File: src/rtl/cfgl_pkg.sv
// Package: types shared by the configuration loader modules.
// Assumes: host strobe polarities are fixed as listed in strobe_t.
package cfgl_pkg;

    // Host strobes as seen after synchronization.
    typedef struct packed {
        logic wr_n;
        logic rd_n;
        logic cs_n;
        logic cs;
    } strobe_t;

    // Idle levels of the strobes, used as the synchronizer reset value.
    localparam logic [3:0] STROBE_IDLE = 4'b1110;

endpackage

File: src/rtl/cfgl_sync.sv
// Module: multi-flop synchronizer for a bundle of asynchronous strobes.
// Assumes: every bit is an independent level; STAGES >= 2.
module cfgl_sync #(
    parameter int             WIDTH   = 4,
    parameter int             STAGES  = 2,
    parameter logic [WIDTH-1:0] RST_VAL = '0
) (
    input  logic             clk,
    input  logic             rst_n,
    input  logic [WIDTH-1:0] d_async,
    output logic [WIDTH-1:0] q
);

    logic [STAGES-1:0][WIDTH-1:0] chain;

    // Shift each strobe through the flop chain.
    always_ff @(posedge clk) begin
        if (!rst_n) begin
            for (int s = 0; s < STAGES; s++) chain[s] <= RST_VAL;
        end else begin
            chain[0] <= d_async;
            for (int s = 1; s < STAGES; s++) chain[s] <= chain[s-1];
        end
    end

    assign q = chain[STAGES-1];

endmodule

File: src/rtl/cfgl_host_port.sv
// Module: host-side decode. It captures data while write is low and the block
// is selected, commits on the rising edge of write, mirrors the byte on
// request, and drives status onto the top data line during a read.
// Assumes: strobes are already synchronized, and the host holds data stable
// for a few clocks after write rises.
module cfgl_host_port
    import cfgl_pkg::*;
#(
    parameter int DATA_W = 8
) (
    input  logic              clk,
    input  logic              rst_n,
    input  strobe_t           stb,
    input  logic [DATA_W-1:0] data_in,
    input  logic              mirror_en,
    input  logic              ready,
    output logic              wr_commit,
    output logic [DATA_W-1:0] wr_byte,
    output logic [DATA_W-1:0] data_out,
    output logic [DATA_W-1:0] data_oe
);

    logic              sel;
    logic              wr_prev;
    logic              sel_seen;
    logic              wr_rise;
    logic [DATA_W-1:0] data_q;
    logic [DATA_W-1:0] mirrored;

    assign sel     = !stb.cs_n && stb.cs;
    assign wr_rise = stb.wr_n && !wr_prev;

    // Remember the previous write level for edge detection.
    always_ff @(posedge clk) begin
        if (!rst_n) wr_prev <= 1'b1;
        else        wr_prev <= stb.wr_n;
    end

    // Track data and selection while the write strobe is low.
    always_ff @(posedge clk) begin
        if (!rst_n) begin
            data_q   <= '0;
            sel_seen <= 1'b0;
        end else if (!stb.wr_n && sel) begin
            data_q   <= data_in;
            sel_seen <= 1'b1;
        end else if (wr_rise) begin
            sel_seen <= 1'b0;
        end
    end

    // Bit-reversed copy of the captured byte.
    genvar i;
    generate
        for (i = 0; i < DATA_W; i++) begin : g_mirror
            assign mirrored[i] = data_q[DATA_W-1-i];
        end
    endgenerate

    assign wr_commit = wr_rise && sel_seen;
    assign wr_byte   = mirror_en ? mirrored : data_q;

    // Status readback: only the top line is ever enabled.
    always_comb begin
        data_out = {ready, {(DATA_W-1){1'b0}}};
        data_oe  = {(sel && stb.wr_n && !stb.rd_n), {(DATA_W-1){1'b0}}};
    end

endmodule

File: src/rtl/cfgl_shift_buffer.sv
// Module: hold register plus shift register. It sends MSB first, one bit
// every SHIFT_DIV clocks, repeats each bit onto the daisy-chain outputs one
// cycle later, and flags writes that arrive while the hold register is full.
// Assumes: SHIFT_DIV >= 2, so bit strobes never fall on adjacent cycles.
module cfgl_shift_buffer #(
    parameter int DATA_W    = 8,
    parameter int SHIFT_DIV = 4
) (
    input  logic                       clk,
    input  logic                       rst_n,
    input  logic                       wr_commit,
    input  logic [DATA_W-1:0]          wr_byte,
    output logic                       ready,
    output logic                       hold_full,
    output logic [$clog2(DATA_W+1)-1:0] bits_left,
    output logic                       ser_data,
    output logic                       ser_valid,
    output logic                       dchain_data,
    output logic                       dchain_clk,
    output logic                       overrun
);

    localparam int CNT_W = $clog2(DATA_W + 1);
    localparam int DIV_W = (SHIFT_DIV > 1) ? $clog2(SHIFT_DIV) : 1;

    logic [DATA_W-1:0] hold_q;
    logic [DATA_W-1:0] shift_q;
    logic [DIV_W-1:0]  div_q;
    logic              load;

    assign load  = hold_full && (bits_left == '0);
    assign ready = !hold_full;

    // Hold register: accept a byte when free, release it to the shifter.
    always_ff @(posedge clk) begin
        if (!rst_n) begin
            hold_q    <= '0;
            hold_full <= 1'b0;
        end else if (wr_commit && !hold_full) begin
            hold_q    <= wr_byte;
            hold_full <= 1'b1;
        end else if (load) begin
            hold_full <= 1'b0;
        end
    end

    // Sticky flag for a write that found the hold register full.
    always_ff @(posedge clk) begin
        if (!rst_n)                     overrun <= 1'b0;
        else if (wr_commit && hold_full) overrun <= 1'b1;
    end

    // Shift register with bit-rate divider and registered serial outputs.
    always_ff @(posedge clk) begin
        if (!rst_n) begin
            shift_q   <= '0;
            bits_left <= '0;
            div_q     <= '0;
            ser_data  <= 1'b0;
            ser_valid <= 1'b0;
        end else begin
            ser_valid <= 1'b0;
            if (load) begin
                shift_q   <= hold_q;
                bits_left <= CNT_W'(DATA_W);
                div_q     <= '0;
            end else if (bits_left != '0) begin
                if (div_q == DIV_W'(SHIFT_DIV - 1)) begin
                    ser_data  <= shift_q[DATA_W-1];
                    ser_valid <= 1'b1;
                    shift_q   <= {shift_q[DATA_W-2:0], 1'b0};
                    bits_left <= bits_left - 1'b1;
                    div_q     <= '0;
                end else begin
                    div_q <= div_q + 1'b1;
                end
            end
        end
    end

    // Daisy-chain repeater, one cycle behind the serial stream.
    always_ff @(posedge clk) begin
        if (!rst_n) begin
            dchain_data <= 1'b0;
            dchain_clk  <= 1'b0;
        end else begin
            dchain_data <= ser_data;
            dchain_clk  <= ser_valid;
        end
    end

endmodule

File: src/rtl/cfg_byte_loader.sv
// Module: top of the byte-wide configuration loader. It synchronizes the host
// strobes, decodes writes and status reads, and feeds the double-buffered
// serializer.
// Assumes: the host waits for busy_n high before each write, or accepts
// that a write made while busy_n is low is dropped and flagged.
module cfg_byte_loader
    import cfgl_pkg::*;
#(
    parameter int DATA_W      = 8,
    parameter int SHIFT_DIV   = 4,
    parameter int SYNC_STAGES = 2
) (
    input  logic              clk,
    input  logic              rst_n,
    input  logic              host_cs_n,
    input  logic              host_cs,
    input  logic              host_wr_n,
    input  logic              host_rd_n,
    input  logic [DATA_W-1:0] host_din,
    output logic [DATA_W-1:0] host_dout,
    output logic [DATA_W-1:0] host_doe,
    input  logic              bit_mirror,
    output logic              busy_n,
    output logic              cfg_dout,
    output logic              cfg_dvalid,
    output logic              chain_dout,
    output logic              chain_clk,
    output logic              overrun
);

    localparam int CNT_W = $clog2(DATA_W + 1);
    localparam int STB_W = $bits(strobe_t);

    strobe_t           stb_raw;
    strobe_t           stb_s;
    logic              wr_commit;
    logic [DATA_W-1:0] wr_byte;
    logic              hold_full;
    logic [CNT_W-1:0]  bits_left;

    assign stb_raw = '{wr_n: host_wr_n, rd_n: host_rd_n, cs_n: host_cs_n, cs: host_cs};

    cfgl_sync #(
        .WIDTH  (STB_W),
        .STAGES (SYNC_STAGES),
        .RST_VAL(STROBE_IDLE)
    ) u_sync (
        .clk    (clk),
        .rst_n  (rst_n),
        .d_async(stb_raw),
        .q      (stb_s)
    );

    cfgl_host_port #(
        .DATA_W(DATA_W)
    ) u_port (
        .clk      (clk),
        .rst_n    (rst_n),
        .stb      (stb_s),
        .data_in  (host_din),
        .mirror_en(bit_mirror),
        .ready    (busy_n),
        .wr_commit(wr_commit),
        .wr_byte  (wr_byte),
        .data_out (host_dout),
        .data_oe  (host_doe)
    );

    cfgl_shift_buffer #(
        .DATA_W   (DATA_W),
        .SHIFT_DIV(SHIFT_DIV)
    ) u_buf (
        .clk        (clk),
        .rst_n      (rst_n),
        .wr_commit  (wr_commit),
        .wr_byte    (wr_byte),
        .ready      (busy_n),
        .hold_full  (hold_full),
        .bits_left  (bits_left),
        .ser_data   (cfg_dout),
        .ser_valid  (cfg_dvalid),
        .dchain_data(chain_dout),
        .dchain_clk (chain_clk),
        .overrun    (overrun)
    );

endmodule

File: config.mk
export PLATFORM = sky130hd
export DESIGN_NAME = cfg_byte_loader
export DESIGN_NICKNAME = d
export VERILOG_FILES = /design/src/rtl/cfgl_pkg.sv /design/src/rtl/cfgl_sync.sv /design/src/rtl/cfgl_host_port.sv /design/src/rtl/cfgl_shift_buffer.sv /design/src/rtl/cfg_byte_loader.sv
export SDC_FILE = /design/constraint.sdc
export NUM_CORES = 1
export LEC_CHECK = 0
export ABC_CLOCK_PERIOD_IN_PS = 2500
export BUFFER_PORTS_ARGS = -buffer_cell sky130_fd_sc_hd__buf_2
export CORE_MARGIN = 3
export CORE_UTILIZATION = 55
export CTS_CLUSTER_DIAMETER = 200
export DETAILED_ROUTE_END_ITERATION = 7
export HOLD_SLACK_MARGIN = 0.06
export PLACE_DENSITY = 0.79
export SYNTH_ARGS = -nofsm -noshare
export SYNTH_HDL_FRONTEND = slang
export SYNTH_HIERARCHICAL = 1
export SYNTH_SLANG_ARGS = --single-unit
File: constraint.sdc
create_clock -name clk -period 2.5 [get_ports clk]
set_input_delay 0.25 -clock clk [delete_from_list [all_inputs] [get_ports clk]]
set_output_delay 0.25 -clock clk [all_outputs]
set_load 0.01 [all_outputs]
==> summary.md, run 1 <==
| Metric | Value |
|---|---|
| Status | finished clean |
| Clock Sink Count | 46 |
| Worst slew pin tran | between 600 and 700 ps |
| Crit path to | u_buf/shift_q[4] |
| Via Count | ~1,400 |
| Slew headroom | 55.2% |
| Chip width | 66.1 microns |
| Final WL | 3220 microns |
| WL met3 | about 160 microns |
| Initial core utilization | slightly below 60% |
| Layout cells sized above 1 | a little under a fifth |
| Slew Viols, Final | 0 |
| Placed cell count | ~270 |
| Post-synthesis xor/xnor area fraction | 0% |
| Row count | 21 |
| I/O Buffers | 22 |
| DRT iter0 DRCs | 76 |
| DR pass1 iterations | 6 |
| Largest family of logic cells by synthesized area | simple AND/OR/NAND/NOR gates |
| Fin Clk Skew | 7.05 ps |
| Mux cell area share after synthesis | 8.56% |
| Layout net count | 248 |
| Critical Path Start Type | flip-flop |
| P_leak | slightly above 0.8 nW |
| Commonest cells after routing, fill and taps aside | 46 x dfxtp_1, 22 x buf_2, 19 x o21ai_0, 18 x nor2_1, 15 x nand2_1 |
| DRC Markers | 0 |
| Synth unique cells | 33 |
| Final hold vios | 0 |
| Synth Area in Simple Gates | between 10% and 20% |
| Design area | about 2100 sq um |
| Area share of fa/ha/maj cells after synthesis | 1.26% |
| Vias in the first global route | 1,235 |
| Final core occ | approximately 60% |
| Yosys warning count | 6 |
| CTS root buf | clkbuf_4 |
| FF+latch area | between 900 and 1000 sq um |
| Final min period | around 1700 ps |
| Die H | 66.1 microns |
| Reg power frac | 60.4% |
| CTS max path bufs | 2 |
| TritonCTS Buffers | 5 |
| R2R Setup Slk | roughly 840 ps |
| Worst Path Required | roughly 2800 ps |
| Routed len/inst | between 10 and 15 microns |
| CP startpoint | u_buf/bits_left[0] |
| Largest net degree at the start of global routing | 21 |
| Resized cells post-CTS | 0 |
| Met1 WL | between 1000 and 1500 microns |
| CTS tree | done |
| Worst Path Arrival | ~1900 ps |
| VDD IR max | roughly 0.42 mV |
| Worst-path clk slew | approximately 130 ps |
| Remaining antenna violation count | 0 |
| Hold Path Class | input port to flip-flop |
| Reg2Reg Depth | 5 |
| Tot GR Track Use | 15.9% |
| Syn-to-layout area delta | 5.86% |
| Core area | ~3400 sq um |
| Total grt overflow | 0 |
| Final Setup Violations | 0 |
| DR top layer | met4 |
| CP Capture Type | flip-flop |
| GPL Wtd Cong | approximately 0.8 |
| Area of placed instances | between 1500 and 2000 sq um |
| Seq/Total Area, Yosys | 46.3% |
| Die ar. | around 4400 sq um |
| RSZ-0062 raised after global routing | false |
| Netlist Area Pre-Place | 1990 sq um |
| Postcts setup bufs | 0 |
| Switching pwr | ~0.26 mW |
| Commonest non-fill, non-tap cell in the layout | dfxtp_1 |
| H-tree depth | 2 |
| Met2 WL | ~1500 microns |
| Syn Inst Count | ~220 |
| Hpwl dp | ~2300 microns |
| Fin Setup TNS | 0 ps |
| Fin crit share | between 60% and 70% |
| Clk_lat worst skew | approximately 360 ps |
| Combinational share of power | around 4.1% |
| FF-to-FF End | u_buf/shift_q[4] |
| Seq cells post-synth | between 40 and 50 |
| Smallest hold slack | around 90 ps |
| Via density | just over 5 |
| Ports | 37 |
| Sw Share | between 20% and 30% |
| Pwr per Cell Area | around 600 nW/um^2 |
| Share of total power in the clock network | a little over a third |
| Kind of critical path | flip-flop to flip-flop |
| Filler Cells Inserted | 320 |
| Multi-input gate area | ~870 sq um |
| Maximum clock rate | slightly above 0.6 GHz |
| Number of diodes | 0 |
| Max_cap viols | 0 |
| Post-Layout Cell Count | roughly 280 |
| Compound-gate portion of the synthesized area | a little under an eighth |
| Initial antenna violation count | 0 |
| Cell internal pwr | between 0.9 and 1 mW |
| Syn Area/Cell | approximately 9.2 sq um |
| RR Startpoint | u_buf/bits_left[0] |
| Crit-path max FO | 12 |
| Global-route wire length before repair | 5270 microns |
==> registers in the layout, indices dropped and copies added, names as in the netlist, 2 cells and up <==
name	cells
u_sync/chain	4
u_buf/div_q	2
u_buf/bits_left	4
u_sync/q	4
u_buf/shift_q	8
u_port/data_q	8
u_buf/hold_q	8
==> worst min path at each step <==
| stage | slack, ps | end | start | depth (start not counted) |
|---|---|---|---|---|
| 6_report | 90 | u_sync/chain[0] | host_cs | 2 |
| 5_1_grt | 80 | u_sync/chain[0] | host_cs | 2 |
| 4_1_cts | 80 | u_sync/chain[0] | host_cs | 2 |
| 3_5_place_dp | 410 | u_sync/q[1] | u_sync/chain[1] | 1 |
| 3_3_place_gp | 390 | u_sync/q[1] | u_sync/chain[1] | 1 |
| 2_1_floorplan | 320 | u_sync/chain[1] | rst_n | 1 |
==> critical path: stages, from the launching register on <==
cell and delay (ps):
dfxtp_1 340, inv_1 80, ha_1 230, nor3b_2 600
nor3_1 110, a211oi_1 230
==> per-stage QoR <==
| stage | worst slack [ps] | power, mW |
|---|---|---|
| after CTS | 847 | 1.24 |
| after floorplan | 1000 | 0.810 |
| final | 845 | 1.23 |
| after global routing | 607 | 1.28 |
| after global placement | 928 | 0.805 |
| after detailed placement | 875 | 0.806 |
==> cell usage after synthesis <==
cell,number,area (sq um)
a211oi_1,6,45.0
or3_1,1,6.26
nand3_1,12,60.1
nand2_1,15,56.3
mux2_2,8,90.1
nor2b_1,2,12.5
clkinv_1,1,3.75
and4bb_2,1,12.5
nor2_1,18,67.6
buf_2,4,20.0
nor3b_2,1,12.5
buf_6,4,45.0
inv_1,5,18.8
o21ai_0,19,95.1
buf_1,1,3.75
nor4bb_1,1,10.0
conb_1,1,3.75
mux2i_1,8,80.1
or3b_1,1,8.76
nand4bb_1,1,11.3
nand4b_1,1,8.76
buf_4,19,143
a221oi_1,1,8.76
clkbuf_1,3,11.3
ha_1,2,25.0
nor3b_4,1,18.8
a21oi_1,9,45.0
a31oi_1,1,6.26
nand2b_1,8,50.1
a311oi_1,3,26.3
dfxtp_1,46,921
nor3_1,7,35.0
and2_1,4,25.0
==> area by class of cell <==
class / count / area share, %
timing repair buffer: 27 / 7.38
sequential: 46 / 43.8
tap: 46 / 2.74
inverter: 6 / 1.07
clock inverter: 3 / 1.90
multi-input combinational: 145 / 41.3
clock buffer: 5 / 1.78
==> cell families (layout without fill, tap and decap cells) <==
family          count (synthesis)  after routing
flops                          46             46
compound gates                 39             39
mux                            16             16
buf+inv                        37             41
fa+ha+maj                       2              2
other cells                     1             14
simple gates                   74             74
==> power by group through the flow <==
stage / clock network [mW] / registers, mW / logic, mW
global route: 0.484 / 0.743 / 0.0573
CTS: 0.450 / 0.742 / 0.0506
floorplan: 0 / 0.757 / 0.0530
detailed placement: 0 / 0.759 / 0.0470
finish: 0.435 / 0.742 / 0.0507
global placement: 0 / 0.758 / 0.0462
==> repair_timing <==
item	CTS	global route
endpoints found under the setup margin	0	0
hold buffers	3	0
endpoints found under the hold margin	3	0
==> routing by layer <==
| metal | global-route usage (%) | up-vias |
|---|---|---|
| met2 | 25.3 | 31 |
| li1 | - | 733 |
| met1 | 19.0 | 655 |
| met5 | 0 | - |
| met3 | 4.59 | 7 |
| met4 | 9.14 | 0 |
Note: power is estimated with default switching activity, not from simulation.
==> inputs of run 2 (changes only) <==
- ABC_CLOCK_PERIOD_IN_PS: 2500 -> 1500
- CORE_UTILIZATION: 55 -> 49
- PLACE_DENSITY: 0.79 -> 0.75
- clock period: 2.5 -> 1.5 ns (I/O delays scaled with it)
==> run 2 against run 1 <==
Against the previous run: power up 67%; cell area up 8.4%; non-clock buffer count up 15; register-to-register slack worse by 800 ps; via count up 5.8%; global-route usage down 0.57 points; cell count up 6.1%; largest power group unchanged.
==> summary.md, run 2 (synthesized netlist as in run 1, its figures left out) <==
| Metric | Value |
|---|---|
| Worst slew pin tran | 527 ps (-142 ps) |
| DRT iter0 DRCs | 78 (+2.6%) |
| Top flop regs | u_buf/hold_q x8, u_buf/shift_q x8, u_port/data_q x8 |
| Number of buffers and inverters on the critical path | 2 (+1) |
| H-tree depth | 2 (unchanged) |
| Clk_lat worst skew | 300 ps (-60 ps) |
| Via density | 5.11 (-0.34%) |
| DRC Markers | 0 (unchanged) |
| R2R Setup Slk | 40 ps (-800 ps) |
| Total chip power | 2.05 mW (+67%) |
| CP Capture Type | flip-flop |
| DR pass1 iterations | 4 (-2) |
| Die ar. | 4860 sq um (+11%) |
| Number of diodes | 0 (unchanged) |
| Worst stage delay on the critical path | 420 ps (-180 ps) |
| Critical Path Start Type | flip-flop |
| Setup WS post-layout | 41.2 ps (-804 ps) |
| Status | finished clean |
| Maximum clock rate | 0.685 GHz (+13%) |
| Syn-to-layout area delta | 14.8% |
| Pwr per Cell Area | 897 nW/um^2 (+54%) |
| Smallest hold slack | 64.7 ps (-24.4 ps) |
| VDD IR max | 0.640 mV (+52%) |
| CP startpoint | u_buf/bits_left[1] |
| Vias in the first global route | 1,342 (+8.7%) |
| TritonCTS Buffers | 5 (unchanged) |
| Critical path depth | 5 (unchanged) |
| Layout net count | 264 (+6.5%) |
| Reg2Reg Depth | 5 (unchanged) |
| Total grt overflow | 0 (unchanged) |
| Final WL | 3650 microns (+13%) |
| Ports | 37 (unchanged) |
| I/O Buffers | 22 (unchanged) |
| Final min period | 1460 ps (-196 ps) |
| Hold Path Class | input port to flip-flop |
| Worst-path cell chain | inv_1 -> ha_2 -> or3b_4 -> buf_4 -> a311oi_2 |
| RSZ-0062 raised after global routing | true |
| P_leak | 0.883 nW (+8.7%) |
| CTS tree | done |
| Worst-path clk slew | 80 ps (-50 ps) |
| Kind of critical path | flip-flop to flip-flop |
| CP max stage cell | or3b_4 |
| GPL Wtd Cong | 0.762 (-3.1%) |
| Via Count | 1,508 (+5.8%) |
| Post-Layout Cell Count | 295 (+6.1%) |
| Routed len/inst | 12.4 microns (+6.9%) |
| Commonest non-fill, non-tap cell in the layout | dfxtp_1 |
| CTS root buf | clkbuf_8 |
| Die H | 69.7 microns (+5.4%) |
| Largest net degree at the start of global routing | 27 (+29%) |
| Tot GR Track Use | 15.4% (-0.57 points) |
| Final Setup Violations | 0 (unchanged) |
| Place WS | 9.83 ps (-865 ps) |
| Placed cell count | 278 (+4.1%) |
| Final core occ | 60.5% (-1.1 points) |
| Slew Viols, Final | 0 (unchanged) |
| Worst Path Required | 1720 ps (-1060 ps) |
| Layout cells sized above 1 | 24.7% (+6.2 points) |
| Commonest cells after routing, fill and taps aside | 45 x dfxtp_1, 22 x buf_2, 19 x o21ai_0, 18 x nor2_1, 15 x nand2_1 |
| Crit path to | u_buf/bits_left[1] |
| Row count | 22 (+4.8%) |
| Max_cap viols | 0 (unchanged) |
| Final hold vios | 0 (unchanged) |
| Global-route wire length before repair | 6000 microns (+14%) |
| Remaining antenna violation count | 0 (unchanged) |
| Core area | 3770 sq um (+10%) |
| Crit-path max FO | 6 (-6) |
| Fin Clk Skew | 5.46 ps (-1.59 ps) |
| RR Startpoint | u_buf/bits_left[1] |
| Clock Sink Count | 46 (unchanged) |
| Slew headroom | 64.8% (+9.7 points) |
| Hpwl dp | 2330 microns (+3.1%) |
| CTS max path bufs | 2 (unchanged) |
| Fin crit share | 97.3% (+31 points) |
| Initial antenna violation count | 0 (unchanged) |
| Crit-path leading delay family | simple AND/OR/NAND/NOR gates |
| FF-to-FF End | u_buf/bits_left[1] |
| Initial core utilization | 52.7% (-5.5 points) |
| Worst Path Arrival | 1670 ps (-270 ps) |
| Chip width | 69.7 microns (+5.4%) |
[run 2: changes by cell type in the layout (fill, tap and decap cells not counted), sizes merged]
cell,change
buf,+11
dlygate4sd3,+4
clkinv,-2
and4bb,+1
bufinv,-1
clkbuf,+1
clkinvlp,+1
[run 2: layout make-up]
class	instances	area, sq um
fillers	345	1490
clock inverters	1	7.51
inverters	6	22.5
flip-flops and latches	46	922
clock buffers	6	72.6
repair buffers	42	278
multi-input cells	146	918
well taps	48	60.1
[run 2: what timing repair did]
action	CTS	global route
gates resized for setup	1	9
setup endpoints to repair	2	17
endpoints found under the hold margin	7	0
cloned	0	1
hold buffers	7	0
pin swaps	0	1
setup buffers	0	2
[run 2: worst min-delay path, delay by kind of cell]
kind            cells  cell delay (ps)
compound gates      1               60
buf+inv             1               70
simple gates        1               50
[run 2: power breakdown]
group | switching [mW] | leakage [nW] | total (mW) | internal, mW
logic | 0.0532 | 0.473 | 0.0932 | 0.0400
registers | 0.00441 | 0.372 | 1.24 | 1.23
clock network | 0.397 | 0.0373 | 0.717 | 0.320
[run 2: stage by stage]
step           setup TNS, ps  cell area, sq um
2_1_floorplan              0              2040
3_3_place_gp               0              2070
3_5_place_dp               0              2070
4_1_cts                -10.8              2220
5_1_grt                 -143              2280
6_report                   0              2280
[run 2: worst min-delay path by stage]
stage                            from               end  slack (ps)  cells past startpoint
after detailed placement    host_wr_n   u_sync/chain[3]         330                      2
after global placement      host_rd_n   u_sync/chain[2]         330                      2
after global routing      host_din[1]  u_port/data_q[1]          70                      3
after CTS                 host_din[6]  u_port/data_q[6]          60                      3
final                     host_din[6]  u_port/data_q[6]          60                      3
after floorplan                 rst_n   u_sync/chain[1]         220                      1
[run 2: metal layers]
| layer | global-route usage, % | wire [microns] | part of all wire [%] | up-vias |
|---|---|---|---|---|
| met5 | 0 | 0 | 0 | - |
| met4 | 5.74 | 44 | 1.2 | 0 |
| met3 | 5.07 | 255 | 7.0 | 4 |
| met2 | 23.9 | 1670 | 46 | 43 |
| met1 | 19.7 | 1680 | 46 | 686 |
| li1 | - | - | - | 775 |
